--- src/rtl/dtg_pkg.sv ---
`timescale 1ns/1ps
package dtg_pkg;

    typedef struct packed {
        logic lo;
        logic hi;
    } side_pair_t;

    typedef enum logic [1:0] {
        EDGE_NONE = 2'd0,
        EDGE_RISE = 2'd1,
        EDGE_FALL = 2'd2
    } edge_kind_t;

    function automatic edge_kind_t classify_edge(input logic now_lvl, input logic old_lvl);
        if (now_lvl && !old_lvl)      return EDGE_RISE;
        else if (!now_lvl && old_lvl) return EDGE_FALL;
        else                          return EDGE_NONE;
    endfunction

    // first field -> pin g, second field -> pin NUM_GEN+g
    function automatic side_pair_t place_pins(input side_pair_t sides, input logic swap);
        side_pair_t p;
        p.lo = swap ? sides.hi : sides.lo;
        p.hi = swap ? sides.lo : sides.hi;
        return p;
    endfunction

endpackage

--- src/rtl/dtg_edge_counter.sv ---
`timescale 1ns/1ps
module dtg_edge_counter
    import dtg_pkg::*;
#(
    parameter int CNT_W = 8
) (
    input  logic             clk,
    input  logic             rst,
    input  logic             en,
    input  logic             lvl,
    input  logic [CNT_W-1:0] dt_rise,
    input  logic [CNT_W-1:0] dt_fall,
    output logic             lvl_q,
    output logic             busy
);
    logic [CNT_W-1:0] cnt;
    edge_kind_t       edge_k;

    assign edge_k = classify_edge(lvl, lvl_q);

    always_ff @(posedge clk) begin
        if (rst) begin
            lvl_q <= 1'b0;
            cnt   <= '0;
        end else begin
            lvl_q <= lvl;
            if (!en) begin
                cnt <= '0;
            end else begin
                case (edge_k)
                    EDGE_RISE: cnt <= dt_rise;
                    EDGE_FALL: cnt <= dt_fall;
                    default:   if (cnt != '0) cnt <= cnt - 1'b1;
                endcase
            end
        end
    end

    assign busy = (cnt != '0);

    assert_rise_load_R3: assert property (@(posedge clk) disable iff (rst)
        (en && lvl && !lvl_q) |=> (cnt == $past(dt_rise)));

    assert_fall_load_R4: assert property (@(posedge clk) disable iff (rst)
        (en && !lvl && lvl_q) |=> (cnt == $past(dt_fall)));

    assert_countdown_R5: assert property (@(posedge clk) disable iff (rst)
        (en && (lvl == lvl_q) && (cnt != '0)) |=> (cnt == $past(cnt) - 1'b1));

    assert_hold_zero_R5: assert property (@(posedge clk) disable iff (rst)
        (en && (lvl == lvl_q) && (cnt == '0)) |=> (cnt == '0));

    assert_bypass_idle_R10: assert property (@(posedge clk) disable iff (rst)
        !en |=> (cnt == '0));
endmodule

--- src/rtl/dtg_gate.sv ---
`timescale 1ns/1ps
module dtg_gate
    import dtg_pkg::*;
(
    input  logic       clk,
    input  logic       rst,
    input  logic       en,
    input  logic       lvl_q,
    input  logic       busy,
    output side_pair_t drive
);
    always_comb begin
        drive.lo = lvl_q;
        drive.hi = !lvl_q;
        if (en && busy) drive = '0;
    end

    assert_blank_R3: assert property (@(posedge clk) disable iff (rst)
        (en && busy) |-> (!drive.lo && !drive.hi));

    assert_follow_R2: assert property (@(posedge clk) disable iff (rst)
        !busy |-> (drive.lo == lvl_q));
endmodule

--- src/rtl/dtg_slice.sv ---
`timescale 1ns/1ps
module dtg_slice
    import dtg_pkg::*;
#(
    parameter int CNT_W = 8
) (
    input  logic             clk,
    input  logic             rst,
    input  logic             en,
    input  logic             swap,
    input  logic             lvl,
    input  logic [CNT_W-1:0] dt_rise,
    input  logic [CNT_W-1:0] dt_fall,
    output side_pair_t       pins
);
    logic       lvl_q;
    logic       busy;
    side_pair_t drive;

    dtg_edge_counter #(.CNT_W(CNT_W)) u_cnt (
        .clk(clk), .rst(rst), .en(en), .lvl(lvl),
        .dt_rise(dt_rise), .dt_fall(dt_fall),
        .lvl_q(lvl_q), .busy(busy)
    );

    dtg_gate u_gate (
        .clk(clk), .rst(rst), .en(en), .lvl_q(lvl_q), .busy(busy), .drive(drive)
    );

    assign pins = place_pins(drive, swap);
endmodule

--- src/rtl/dtg_bank.sv ---
`timescale 1ns/1ps
module dtg_bank
    import dtg_pkg::*;
#(
    parameter int NUM_GEN = 4,
    parameter int CNT_W   = 8
) (
    input  logic                 clk,
    input  logic                 rst,
    input  logic [NUM_GEN-1:0]   chan_lvl,
    input  logic [NUM_GEN-1:0]   gen_en,
    input  logic [NUM_GEN-1:0]   swap_en,
    input  logic [CNT_W-1:0]     dt_rise,
    input  logic [CNT_W-1:0]     dt_fall,
    output logic [2*NUM_GEN-1:0] pin_out
);
    localparam int PIN_N = 2 * NUM_GEN;

    for (genvar g = 0; g < NUM_GEN; g++) begin : g_slice
        side_pair_t pins;

        dtg_slice #(.CNT_W(CNT_W)) u_slice (
            .clk(clk), .rst(rst), .en(gen_en[g]), .swap(swap_en[g]),
            .lvl(chan_lvl[g]), .dt_rise(dt_rise), .dt_fall(dt_fall),
            .pins(pins)
        );

        assign pin_out[g]             = pins.lo;
        assign pin_out[PIN_N/2 + g]   = pins.hi;

        assert_pair_excl_R11: assert property (@(posedge clk) disable iff (rst)
            !(pin_out[g] && pin_out[PIN_N/2 + g]));
    end
endmodule

--- config.mk ---
export PLATFORM = sky130hd
export DESIGN_NAME = dtg_bank
export DESIGN_NICKNAME = d
export VERILOG_FILES = /design/src/rtl/dtg_pkg.sv /design/src/rtl/dtg_edge_counter.sv /design/src/rtl/dtg_gate.sv /design/src/rtl/dtg_slice.sv /design/src/rtl/dtg_bank.sv
export SDC_FILE = /design/constraint.sdc
export NUM_CORES = 1
export LEC_CHECK = 0
export BUFFER_PORTS_ARGS = -buffer_cell sky130_fd_sc_hd__buf_2
export CAP_MARGIN = 20
export CELL_PAD_IN_SITES_DETAIL_PLACEMENT = 1
export CELL_PAD_IN_SITES_GLOBAL_PLACEMENT = 2
export CORE_MARGIN = 1.5
export CORE_UTILIZATION = 37
export CTS_CLUSTER_DIAMETER = 60
export DETAILED_ROUTE_END_ITERATION = 8
export PLACE_DENSITY_LB_ADDON = 0.1
export REMOVE_ABC_BUFFERS = 1
export SETUP_SLACK_MARGIN = 0.1
export SLEW_MARGIN = 30
export SYNTH_ARGS = -nofsm -noshare
export SYNTH_HDL_FRONTEND = slang
export SYNTH_SLANG_ARGS = --single-unit
--- constraint.sdc ---
create_clock -name clk -period 3.5 [get_ports clk]
set_input_delay 0.175 -clock clk [delete_from_list [all_inputs] [get_ports clk]]
set_output_delay 0.175 -clock clk [all_outputs]
set_load 0.05 [all_outputs]
# --- Word-level counts from Yosys, hierarchy flattened ---
# Index checks and enable logic that the tools add are counted.
word_totals:
  regBits: 36
  input_bits: 30
  out_inout_bits: 8
  elab_cells: 84
op_classes:
  addsub: 4
  eq_ne: 8
  n_mux: 28
  bitwise: 4
  n_reduce_logical: 32
op_table:
  columns: ["cell", "count"]
  rows:
  - ["8-bit case mux with 2 select lines", 4]
  - ["8-bit 2-to-1 mux", 4]
  - ["8-bit nonzero test", 4]
  - ["8-bit by 1-bit subtractor with 8-bit output (second input constant)", 4]
  - ["2-bit 2-to-1 mux", 12]
  - ["1-bit logical AND", 12]
  - ["3-bit nonzero test", 4]
  - ["2-bit by 1-bit equality test with 1-bit output (second input constant)", 4]
  - ["2-bit equality test (second input constant)", 4]
  - ["1-bit logical NOT", 8]
  - ["1-bit 2-to-1 mux", 8]
  - ["2-bit OR reduction", 4]
  - ["1-bit inverter", 4]

# --- Depth between registers and ports, before layout ---
# Gate-level depths: netlist (run 1).
depth:
  ltp_word: 6
  ltp_mapped: 7
  mapped_depth_nobuf: 6

# --- Modules after synthesis ---
# From an unflattened synthesis (run 1), not the netlist that was laid out.
hier_totals:
  hier_cells: 264
  hier_area_um2: 2417.3
by_module_without_submodules:
  columns: ["mod", "n_inst", "cells_each", "area_per_inst_um2"]
  rows:
  - ["dtg_edge_counter", 4, 62, 565.5]
  - ["dtg_slice", 4, 2, 22.5]
  - ["dtg_gate", 4, 2, 16.3]

# --- Worst setup path before layout (run 1) ---
# OpenSTA, ideal clock, no wires.
synth_timing:
  path_kind: "flip-flop to output port"
  start: "reg g_slice[0].u_slice.u_cnt.cnt[0]"
  end: "out pin_out[4]"
  t_arrival_ps: 2014
  path_slack_ps: 1311
  path_stages_with_launch: 6
  path_buffers: 0
  path_cell_list: "dfxtp_1 inv_1 ha_1 nor3b_1 nand2_1 a21boi_0"
synth_via:
  elab_chain_len: 4
synth_rtl:
  columns: ["item", "line", "rtl"]
  rows:
  - ["start: declaration", "dtg_edge_counter.sv:16", "logic [CNT_W-1:0] cnt;"]
  - ["start signal: assignment", "dtg_edge_counter.sv:31", "EDGE_RISE: cnt <= dt_rise;"]
  - ["start signal: assignment", "dtg_edge_counter.sv:32", "EDGE_FALL: cnt <= dt_fall;"]
  - ["start signal: assignment", "dtg_edge_counter.sv:33", "default: if (cnt != '0) cnt <= cnt - 1'b1;"]
  - ["8-bit nonzero test", "dtg_edge_counter.sv:39", "assign busy = (cnt != '0);"]
  - ["1-bit logical AND", "dtg_gate.sv:15", "if (en && busy) drive = '0;"]
  - ["2-bit 2-to-1 mux", "dtg_gate.sv:15", null]
  - ["1-bit 2-to-1 mux", "dtg_pkg.sv:25", "p.hi = swap ? sides.lo : sides.hi;"]
  - ["end: declaration", "dtg_bank.sv:15", "output logic [2*NUM_GEN-1:0] pin_out"]
# No other way between the ends.

# --- Worst setup path in the final report (run 1) ---
# Ends and elaborated chain as after synthesis.

==> reports/qor.yml, run 1 <==
run_status:
  status: "complete, no violations"
yosys:
  synth_top_family_by_area: "compound AO/OA/AOI/OAI gates"
  synthTopCellsByArea: "dfxtp_1 31%, a221oi_1 10%, ha_1 8.6%, a211oi_1 6.8%, xnor2_1 4.9%"
  async_reset_ff_share_pct: 0
  ys_seq_elements: 36
  synth_area_um2: 2330
  syn_inst: 267
  netlist.area_leader.share_pct: 31.0
  muxShareOfSynthArea_pct: 1.72
  synth-compound-area-share_pct: 25.6
  ys.flop_type: "dfxtp_1"
  syn_area_per_cell_um2: 8.72
  synth.most_common_cell: "dfxtp_1"
  synth-xor-area-share_pct: 9.40
  yosys_warnings: 0
  yosysSeqAreaShare_pct: 31.0
  synth_top_cell_by_area: "dfxtp_1"
  yosys-top-cells-count: "36 x dfxtp_1, 27 x a221oi_1, 21 x a211oi_1, 21 x nor2_1"
  ys_types: 36
  synth_enable_flop_cells: 0
  synth_fa_ha_area_share_pct: 8.60
  synth-simple-area-share_pct: 18.9
drt:
  post_drt_wl_per_cell_um: 17.2
  dr_total_vias: 2146
  drt_iter0_drc: 61
  routed_wl_um: 6380
  drtAntennaViolNets: 0
  top_layer: "met4"
  met1_length_um: 3180
  via_per_inst: 5.77
  wl_met2_um: 2840
  wl_met3_um: 278
  dr.pass1.iters: 4
  drc: 0
timing:
  fin_worst_skew_ps: 4.73
  rsz0062_at_grt: "false"
  slew_viol_final: 0
  tns_ps: 0
  fmax_mhz: 532
  setup_viol: 0
  slew_headroom_pct: 65.6
  layout_setup_ws_ps: 1620
  fin_crit_ps: 1880
  max_slew.worst_pin.slew_ps: 516
  min_period_over_period_pct: 53.8
  hold_viol_final: 0
critical_path:
  arrival_ps: 1710
  critPathRequiredTime_ps: 3320
  cp_max_fo: 4
  crit_family: "buffers and inverters"
  crit_buf_inv: 2
  crit_chain: "inv_1 -> ha_1 -> nor3b_1 -> nand2_1 -> a21boi_0 -> buf_2"
  r2r_slack_ps: 1870
  slowest_stage: "dfxtp_1"
  start_kind: "register"
  worst-r2r-cell-count: 6
  slowest_delay_ps: 340
  worstSetupPathType: "reg2out"
  r2r_start: "g_slice[1].u_slice.u_cnt.lvl_q"
  regToRegEndpoint: "g_slice[1].u_slice.u_cnt.cnt[0]"
  cp-end-kind: "output port"
job:
  maxCapViolCount: 0
cells_and_area:
  synthToLayoutAreaGrowth_pct: 13.9
  final_util_pct: 44.3
  fillCellCount: 721
  multi_input_area_um2: 1500
  diodes: 0
  drive_gt1_share_pct: 17.2
  nets: 343
  final_cells: 372
  layout.area.seq_um2: 721
die:
  die_w_um: 82.3
  die_height_um: 82.3
  dieArea_um2: 6780
  start_util_pct: 38.9
  core_area_um2: 5990
  io-pin-count: 38
  fp-row-count: 28
pwr:
  power.switching_uw: 488
  swShare_pct: 37.6
  seqPwrFrac_pct: 37.7
  powerDensity_nw_per_um2: 490
  leakagePower_nw: 1.13
  p_total_mw: 1.30
  pwr-share-clk_pct: 25.5
  internal_power_uw: 811
  ir_drop_v: 0.000189
  power.share.combinational_pct: 36.8
min_path:
  min_path_type: "in2reg"
  worstHoldStart: "chan_lvl[3]"
  whs_path_depth: 3
  hold_path_end: "g_slice[3].u_slice.u_cnt.lvl_q"
grt:
  grt_pass1_vias: 2135
  grt_max_degree: 19
  antenna_found_initial: 0
  grt_overflow_total: 0
  grt_pass1_wl_um: 10500
  track_usage_pct: 20.7
placed_design:
  dpl_worst_slack_ps: 1890
  dp_hpwl_um: 4750
  portBuffers: 37
  dp.cells: 365
  gp_congestion: 0.806
clock_network:
  cts_setup_buffers: 0
  cts_resized: 0
  cts_max_level: 2
  hold_buffers: 0
  cts_tree: "done"
  clk_pin_slew_worst_paths_ps: 70
  clk_path_buf_depth: 2
  cts_root_buffer: "clkbuf_8"
  insertion_delay_ps: 290
  cts.sinks: 36
  cts-buffers-inserted: 5
[state kept, by name, indices dropped and copies added, names as in the netlist]
signal,cells
g_slice.u_slice.u_cnt.lvl_q,4
g_slice.u_slice.u_cnt.cnt,32
[metrics by stage]
stage | hold slack, ps | area [µm²]
2_1_floorplan | 242 | 2280
3_3_place_gp | 424 | 2550
3_5_place_dp | 433 | 2550
4_1_cts | 128 | 2650
5_1_grt | 139 | 2650
6_report | 129 | 2650
[tightest hold or removal path: cells and delay by family]
kind / cells / cell delay, ps
buffers and inverters: 2 / 140
and+or+nand+nor: 1 / 70
[routing by layer]
layer	GRT usage (%)	vias up
li1	-	1056
met1	28.5	1035
met2	31.6	47
met3	5.27	8
met4	5.93	0
met5	0	-
[cell usage in the layout, fill, tap and decap left out, types with 3 or more instances in the layout]
cell type,n
a211oi_1,21
buf_2,37
nor4_4,3
or4_1,3
clkbuf_8,7
a21boi_0,4
and3_1,3
nor2_1,21
inv_1,16
nand2b_1,7
o21ai_0,3
xor2_1,12
nand3_1,5
mux2i_1,4
nand2_1,15
nor3_1,9
xnor2_1,13
a221oi_1,27
dfxtp_1,36
ha_1,16
nand4_1,3
a22oi_1,5
a21oi_1,11
[power by group through the flow]
stage                     sequential [mW]  combinational, mW  clock (mW)
after floorplan                     0.489              0.365           0
after global placement              0.499              0.473           0
after detailed placement            0.499              0.474           0
after CTS                           0.490              0.481       0.338
after global routing                0.495              0.534       0.361
final                               0.490              0.477       0.332
[how the worst max path moves through the flow]
stage,endpoint,depth (start not counted),start
final,pin_out[4],6,g_slice[0].u_slice.u_cnt.cnt[0]
after global routing,pin_out[0],6,g_slice[0].u_slice.u_cnt.cnt[0]
after CTS,pin_out[4],6,g_slice[0].u_slice.u_cnt.cnt[0]
after detailed placement,g_slice[0].u_slice.u_cnt.cnt[3],6,g_slice[0].u_slice.u_cnt.cnt[0]
after global placement,g_slice[2].u_slice.u_cnt.cnt[1],7,chan_lvl[2]
after floorplan,pin_out[4],5,g_slice[0].u_slice.u_cnt.cnt[0]
[cell families (layout without fill, tap and decap cells)]
| group | count (synthesis) | count (layout) |
|---|---|---|
| compound gates | 79 | 79 |
| xor+xnor | 25 | 25 |
| fa+ha+maj | 16 | 16 |
| buf+inv | 30 | 60 |
| flops | 36 | 36 |
| mux | 4 | 4 |
| simple gates | 77 | 77 |
[layout make-up]
type,count,share of cell area (%)
sequential,36,27.2
clock buffer,7,3.63
timing repair buffer,37,6.98
multi-input combinational,201,56.4
tap,75,3.54
inverter,16,2.27
Note: power is estimated with default switching activity, not from simulation.
==> run 2, diff against run 1 <==
--- a/config.mk
+++ b/config.mk
@@ -10,7 +10,7 @@
 export CELL_PAD_IN_SITES_DETAIL_PLACEMENT = 1
 export CELL_PAD_IN_SITES_GLOBAL_PLACEMENT = 2
 export CORE_MARGIN = 1.5
-export CORE_UTILIZATION = 37
+export CORE_UTILIZATION = 34
 export CTS_CLUSTER_DIAMETER = 60
 export DETAILED_ROUTE_END_ITERATION = 8
 export PLACE_DENSITY_LB_ADDON = 0.1
==> constraint.sdc (replaced) <==
create_clock -name clk -period 1.8 [get_ports clk]
set_input_delay 0.09 -clock clk [delete_from_list [all_inputs] [get_ports clk]]
set_output_delay 0.09 -clock clk [all_outputs]
set_load 0.05 [all_outputs]
==> reports/qor.yml, run 2 (synthesized netlist as in run 1, its figures left out) <==
run_status:
  status: "complete, no violations"
grt:
  track_usage_pct: 18.8  # -1.9 points
  antenna_found_initial: 0  # unchanged
  grtUsageMet3_pct: 3.46  # -1.8 points
  grt_max_degree: 19  # unchanged
  use_met1_pct: 26.3  # -2.3 points
  grt_overflow_total: 0  # unchanged
  met2_usage_pct: 30.0  # -1.6 points
  grt_pass1_wl_um: 10800  # +3.0%
  gr-max-usage-layer: "met2"
  grt_pass1_vias: 2168  # +1.5%
cells_and_area:
  nets: 351  # +2.3%
  drive_gt1_share_pct: 22.5  # +5.4 points
  final_util_pct: 42.9  # -1.4 points
  final_area_um2: 2790  # +5.0%
  largest_reg_flops: 32  # unchanged
  layout_commonest_cell: "dfxtp_1"
  layout.area.seq_um2: 724  # +0.52%
  multi_input_area_um2: 1540  # +3.1%
  synthToLayoutAreaGrowth_pct: 19.6
  regMostFlops: "g_slice.u_slice.u_cnt.cnt"
  reg.largest.list: "g_slice.u_slice.u_cnt.cnt x32, g_slice.u_slice.u_cnt.lvl_q x4"
  fillCellCount: 780  # +8.2%
  final_cell_mix: "33 x dfxtp_1, 29 x buf_2, 27 x a221oi_1"
  diodes: 0  # unchanged
die:
  die_height_um: 85.8  # +4.2%
  io-pin-count: 38  # unchanged
  start_util_pct: 35.9  # -3.0 points
  die_w_um: 85.8  # +4.2%
  fp-row-count: 29  # +3.6%
  dieArea_um2: 7350  # +8.5%
  core_area_um2: 6490  # +8.4%
clock_network:
  cts.sinks: 36  # unchanged
  clk_pin_slew_worst_paths_ps: 80  # about the same
  cts_tree: "done"
  cts_max_level: 2  # unchanged
  clk_path_buf_depth: 2  # unchanged
  cts_root_buffer: "clkbuf_8"
  cts-buffers-inserted: 5  # unchanged
  insertion_delay_ps: 290  # about the same
pwr:
  leakagePower_nw: 1.20  # +5.6%
  powerDensity_nw_per_um2: 940  # +92%
  ir_drop_v: 0.000324  # +72%
  p_total_mw: 2.62  # +100%
timing:
  rsz0062_at_grt: "true"
  setup_viol: 0  # unchanged
  min_period_over_period_pct: 90.0
  slew_headroom_pct: 65.4  # -0.17 points
  fin_worst_skew_ps: 2.81  # -1.92 ps
  fin_crit_ps: 1620
  max_slew.worst_pin.slew_ps: 519  # +2.54 ps
  slew_viol_final: 0  # unchanged
  hold_viol_final: 0  # unchanged
  fmax_mhz: 617
critical_path:
  r2r_start: "g_slice[1].u_slice.u_cnt.lvl_q"
  start_kind: "register"
  cp_max_fo: 4  # unchanged
  critPathRequiredTime_ps: 1710  # -1610 ps
  worstSetupPathType: "reg2out"
  crit_start: "g_slice[0].u_slice.u_cnt.cnt[4]"
  cp-end-kind: "output port"
  arrival_ps: 1530  # -180 ps
drt:
  drc: 0  # unchanged
  routed_wl_um: 6490  # +1.7%
  post_drt_wl_per_cell_um: 16.9  # -1.2%
  drtAntennaViolNets: 0  # unchanged
  dr.pass1.iters: 4  # unchanged
  drt_iter0_drc: 55  # -9.8%
  via_per_inst: 5.71  # -0.97%
  dr_total_vias: 2188  # +2.0%
placed_design:
  dp_hpwl_um: 4960  # +4.5%
  dpl_cell_area_um2: 2590  # +1.3%
  portBuffers: 37  # unchanged
  gp_congestion: 0.820  # +1.6%
job:
  maxCapViolCount: 0  # unchanged
min_path:
  min_path_type: "in2reg"
  worstHoldStart: "chan_lvl[3]"
## run 2: power by group
group	switching (mW)	internal, mW	leakage, nW	total, mW
clock network	0.306	0.313	0.0455	0.619
registers	0.0868	0.869	0.296	0.955
logic	0.592	0.452	0.856	1.04
## run 2: cell type report
cell class / instances / area share, %
Multi-Input combinational cell: 201 / 55.3
Sequential cell: 36 / 26.0
Timing Repair Buffer: 45 / 9.79
Tap cell: 77 / 3.46
Clock buffer: 8 / 3.23
Inverter: 16 / 2.16
## run 2: worst paths after layout
kind,endpoint,slack (ps),cells past startpoint
min reg2reg,g_slice[0].u_slice.u_cnt.cnt[1],550,2
max,pin_out[4],180,4
min,g_slice[3].u_slice.u_cnt.lvl_q,50,3
max reg2reg,g_slice[1].u_slice.u_cnt.cnt[0],220,6
## run 2: critical path: stages, from the launching register on
cell      delay [ps]
dfxtp_1          360
nor4_4           370
nand2_1          150
a21boi_1         150
buf_4            210
## run 2: timing repair
item,in CTS,in global routing
endpoints found under the setup margin,8,15
pin swaps,3,7
gates resized for setup,8,20
hold buffers,0,0
buffers inserted,0,4
## run 2: metal layers
metal	vias up	share of wire, %
met5	-	0
met4	0	1.0
met3	6	3.4
met2	35	46
met1	1072	50
li1	1075	-
## run 2: through the flow
step           setup WS, ps  TNS (ps)  std cells  hold slack (ps)
6_report                180         0        383             51.0
5_1_grt                65.0         0        383             58.7
4_1_cts                78.9         0        379             47.9
3_5_place_dp            222         0        371              355
3_3_place_gp            278         0        371              338
2_1_floorplan          -304     -1050        253              157
==> run 3, diff against run 2 <==
--- a/config.mk
+++ b/config.mk
@@ -5,14 +5,15 @@
 export SDC_FILE = /design/constraint.sdc
 export NUM_CORES = 1
 export LEC_CHECK = 0
-export BUFFER_PORTS_ARGS = -buffer_cell sky130_fd_sc_hd__buf_2
 export CAP_MARGIN = 20
 export CELL_PAD_IN_SITES_DETAIL_PLACEMENT = 1
 export CELL_PAD_IN_SITES_GLOBAL_PLACEMENT = 2
+export CORE_ASPECT_RATIO = 0.7
 export CORE_MARGIN = 1.5
-export CORE_UTILIZATION = 34
+export CORE_UTILIZATION = 38
 export CTS_CLUSTER_DIAMETER = 60
 export DETAILED_ROUTE_END_ITERATION = 8
+export DONT_BUFFER_PORTS = 1
 export PLACE_DENSITY_LB_ADDON = 0.1
 export REMOVE_ABC_BUFFERS = 1
 export SETUP_SLACK_MARGIN = 0.1
==> reports/qor.yml, run 3 (synthesized netlist as in run 1, its figures left out) <==
min_path:
  worstHoldStart: "rst"
  hold_path_end: "g_slice[0].u_slice.u_cnt.cnt[0]"
  min_path_type: "in2reg"
  whs_path_depth: 2  # -1
grt:
  met2_usage_pct: 35.4  # +5.4 points
  use_met1_pct: 30.4  # +4.1 points
  grt_overflow_total: 0  # unchanged
  grt_max_degree: 17  # -2
  grt_pass1_wl_um: 10800  # -0.13%
  grt_pass1_vias: 2116  # -2.4%
  antenna_found_initial: 0  # unchanged
  gr-max-usage-layer: "met2"
  track_usage_pct: 22.0  # +3.2 points
  grtUsageMet3_pct: 5.48  # +2.0 points
timing:
  setup_viol: 0  # unchanged
  hold_viol_final: 0  # unchanged
  slew_headroom_pct: 68.3  # +2.9 points
  holdWs_ps: 0.356  # -50.7 ps
  fin_worst_skew_ps: 2.53  # -0.281 ps
  min_period_over_period_pct: 92.1  # +2.1 points
  fin_crit_ps: 1660  # +38.7 ps
  tns_ps: 0  # unchanged
  rsz0062_at_grt: "true"
  fmax_mhz: 603  # -2.3%
  max_slew.worst_pin.slew_ps: 475  # -43.4 ps
  slew_viol_final: 0  # unchanged
cells_and_area:
  drive_gt1_share_pct: 19.7  # -2.8 points
  nets: 334  # -4.8%
  final_util_pct: 48.6  # +5.8 points
  synthToLayoutAreaGrowth_pct: 21.4
  regMostFlops: "g_slice.u_slice.u_cnt.cnt"
  largest_reg_flops: 32  # unchanged
  diodes: 0  # unchanged
  final_area_um2: 2830  # +1.5%
  layout_commonest_cell: "dfxtp_1"
  final_cell_mix: "28 x dfxtp_1, 27 x a221oi_1, 21 x nor2_1, 21 x a211oi_1, 17 x buf_4"
  reg.largest.list: "g_slice.u_slice.u_cnt.cnt x32, g_slice.u_slice.u_cnt.lvl_q x4"
clock_network:
  clk_path_buf_depth: 2  # unchanged
  cts.sinks: 36  # unchanged
  cts_root_buffer: "clkbuf_8"
  clk_pin_slew_worst_paths_ps: 80  # about the same
  cts_tree: "done"
  insertion_delay_ps: 290  # about the same
  cts-buffers-inserted: 5  # unchanged
  cts_max_level: 2  # unchanged
critical_path:
  r2r_slack_ps: 170  # -50 ps
  arrival_ps: 1570  # +40 ps
  start_kind: "register"
  cp-end-kind: "output port"
  regToRegEndpoint: "g_slice[2].u_slice.u_cnt.cnt[7]"
  crit_buf_inv: 1  # unchanged
  crit_family: "simple AND/OR/NAND/NOR gates"
  worstSetupPathType: "reg2out"
  slowest_stage: "nor4_4"
  crit_chain: "nor4_4 -> nand3_2 -> a21oi_2 -> buf_4"
  worst-r2r-cell-count: 6  # unchanged
  r2r_start: "g_slice[2].u_slice.u_cnt.cnt[2]"
  critPathRequiredTime_ps: 1710  # about the same
  cp_max_fo: 4  # unchanged
  slowest_delay_ps: 390  # +20 ps
drt:
  post_drt_wl_per_cell_um: 19.1  # +13%
  dr_total_vias: 2106  # -3.7%
  drc: 0  # unchanged
  drtAntennaViolNets: 0  # unchanged
  via_per_inst: 5.79  # +1.3%
  dr.pass1.iters: 4  # unchanged
  routed_wl_um: 6960  # +7.3%
  drt_iter0_drc: 79  # +44%
placed_design:
  gp_congestion: 0.760  # -7.2%
  dpl_cell_area_um2: 2460  # -4.9%
  portBuffers: 0  # -100%
  dp_hpwl_um: 4850  # -2.2%
pwr:
  leakagePower_nw: 1.16  # -2.8%
  powerDensity_nw_per_um2: 1000  # +6.6%
  ir_drop_v: 0.000456  # +41%
  p_total_mw: 2.83  # +8.2%
die:
  fp-row-count: 23  # -21%
  die_height_um: 68.5  # -20%
  core_area_um2: 5810  # -10%
  die_w_um: 96.6  # +13%
  dieArea_um2: 6610  # -10%
  start_util_pct: 40.1  # +4.2 points
  io-pin-count: 38  # unchanged
run_status:
  status: "complete, no violations"
job:
  maxCapViolCount: 0  # unchanged
run 3: cell count changes in the layout (fill, tap and decap cells not counted), sizes merged:
cell | previous run | this run
buf | 45 | 20
bufinv | 0 | 1
clkbuf | 8 | 7
dlygate4sd3 | 0 | 8
run 3: stage by stage:
stage	cells	setup WS [ps]
floorplan	253	-304
global placement	340	226
detailed placement	340	227
CTS	357	101
global route	364	45.9
finish	364	142
run 3: power breakdown:
part           switching (mW)  internal [mW]  total [mW]
Sequential             0.0915          0.870       0.961
Combinational           0.587          0.473        1.06
Clock                   0.323          0.490       0.812
Total                    1.00           1.83        2.83
run 3: final cells by class:
| class | count | area (µm²) |
|---|---|---|
| clock buffer | 7 | 96.3 |
| clock inverter | 1 | 30.0 |
| fill | 686 | 2990 |
| inverter | 16 | 60.1 |
| multi-input combinational | 201 | 1570 |
| sequential | 36 | 736 |
| tap | 75 | 93.8 |
| timing repair buffer | 28 | 241 |
run 3: worst max-delay path by stage:
stage                                         start  slack (ps)                              end  cells past startpoint
finish              g_slice[3].u_slice.u_cnt.cnt[5]         140                       pin_out[3]                      4
global route         g_slice[2].u_slice.u_cnt.lvl_q          50  g_slice[2].u_slice.u_cnt.cnt[7]                      6
CTS                 g_slice[3].u_slice.u_cnt.cnt[3]         100                       pin_out[7]                      4
detailed placement   g_slice[1].u_slice.u_cnt.lvl_q         230  g_slice[1].u_slice.u_cnt.cnt[0]                      6
global placement     g_slice[3].u_slice.u_cnt.lvl_q         230  g_slice[3].u_slice.u_cnt.cnt[6]                      6
floorplan           g_slice[0].u_slice.u_cnt.cnt[0]        -300                       pin_out[4]                      5
run 3: per-layer routing:
metal	part of all wire, %	vias up
met5	0	-
met4	0.39	0
met3	3.9	2
met2	45	31
met1	51	1027
li1	-	1046
run 3: timing repair:
item | 4_1_cts | 5_1_grt
resized for setup | 3 | 27
gates cloned | 0 | 0
endpoints found under the hold margin | 8 | 0
pin swaps | 3 | 13
setup buffers | 1 | 7
setup endpoints to repair | 7 | 18
hold buffers | 8 | 0
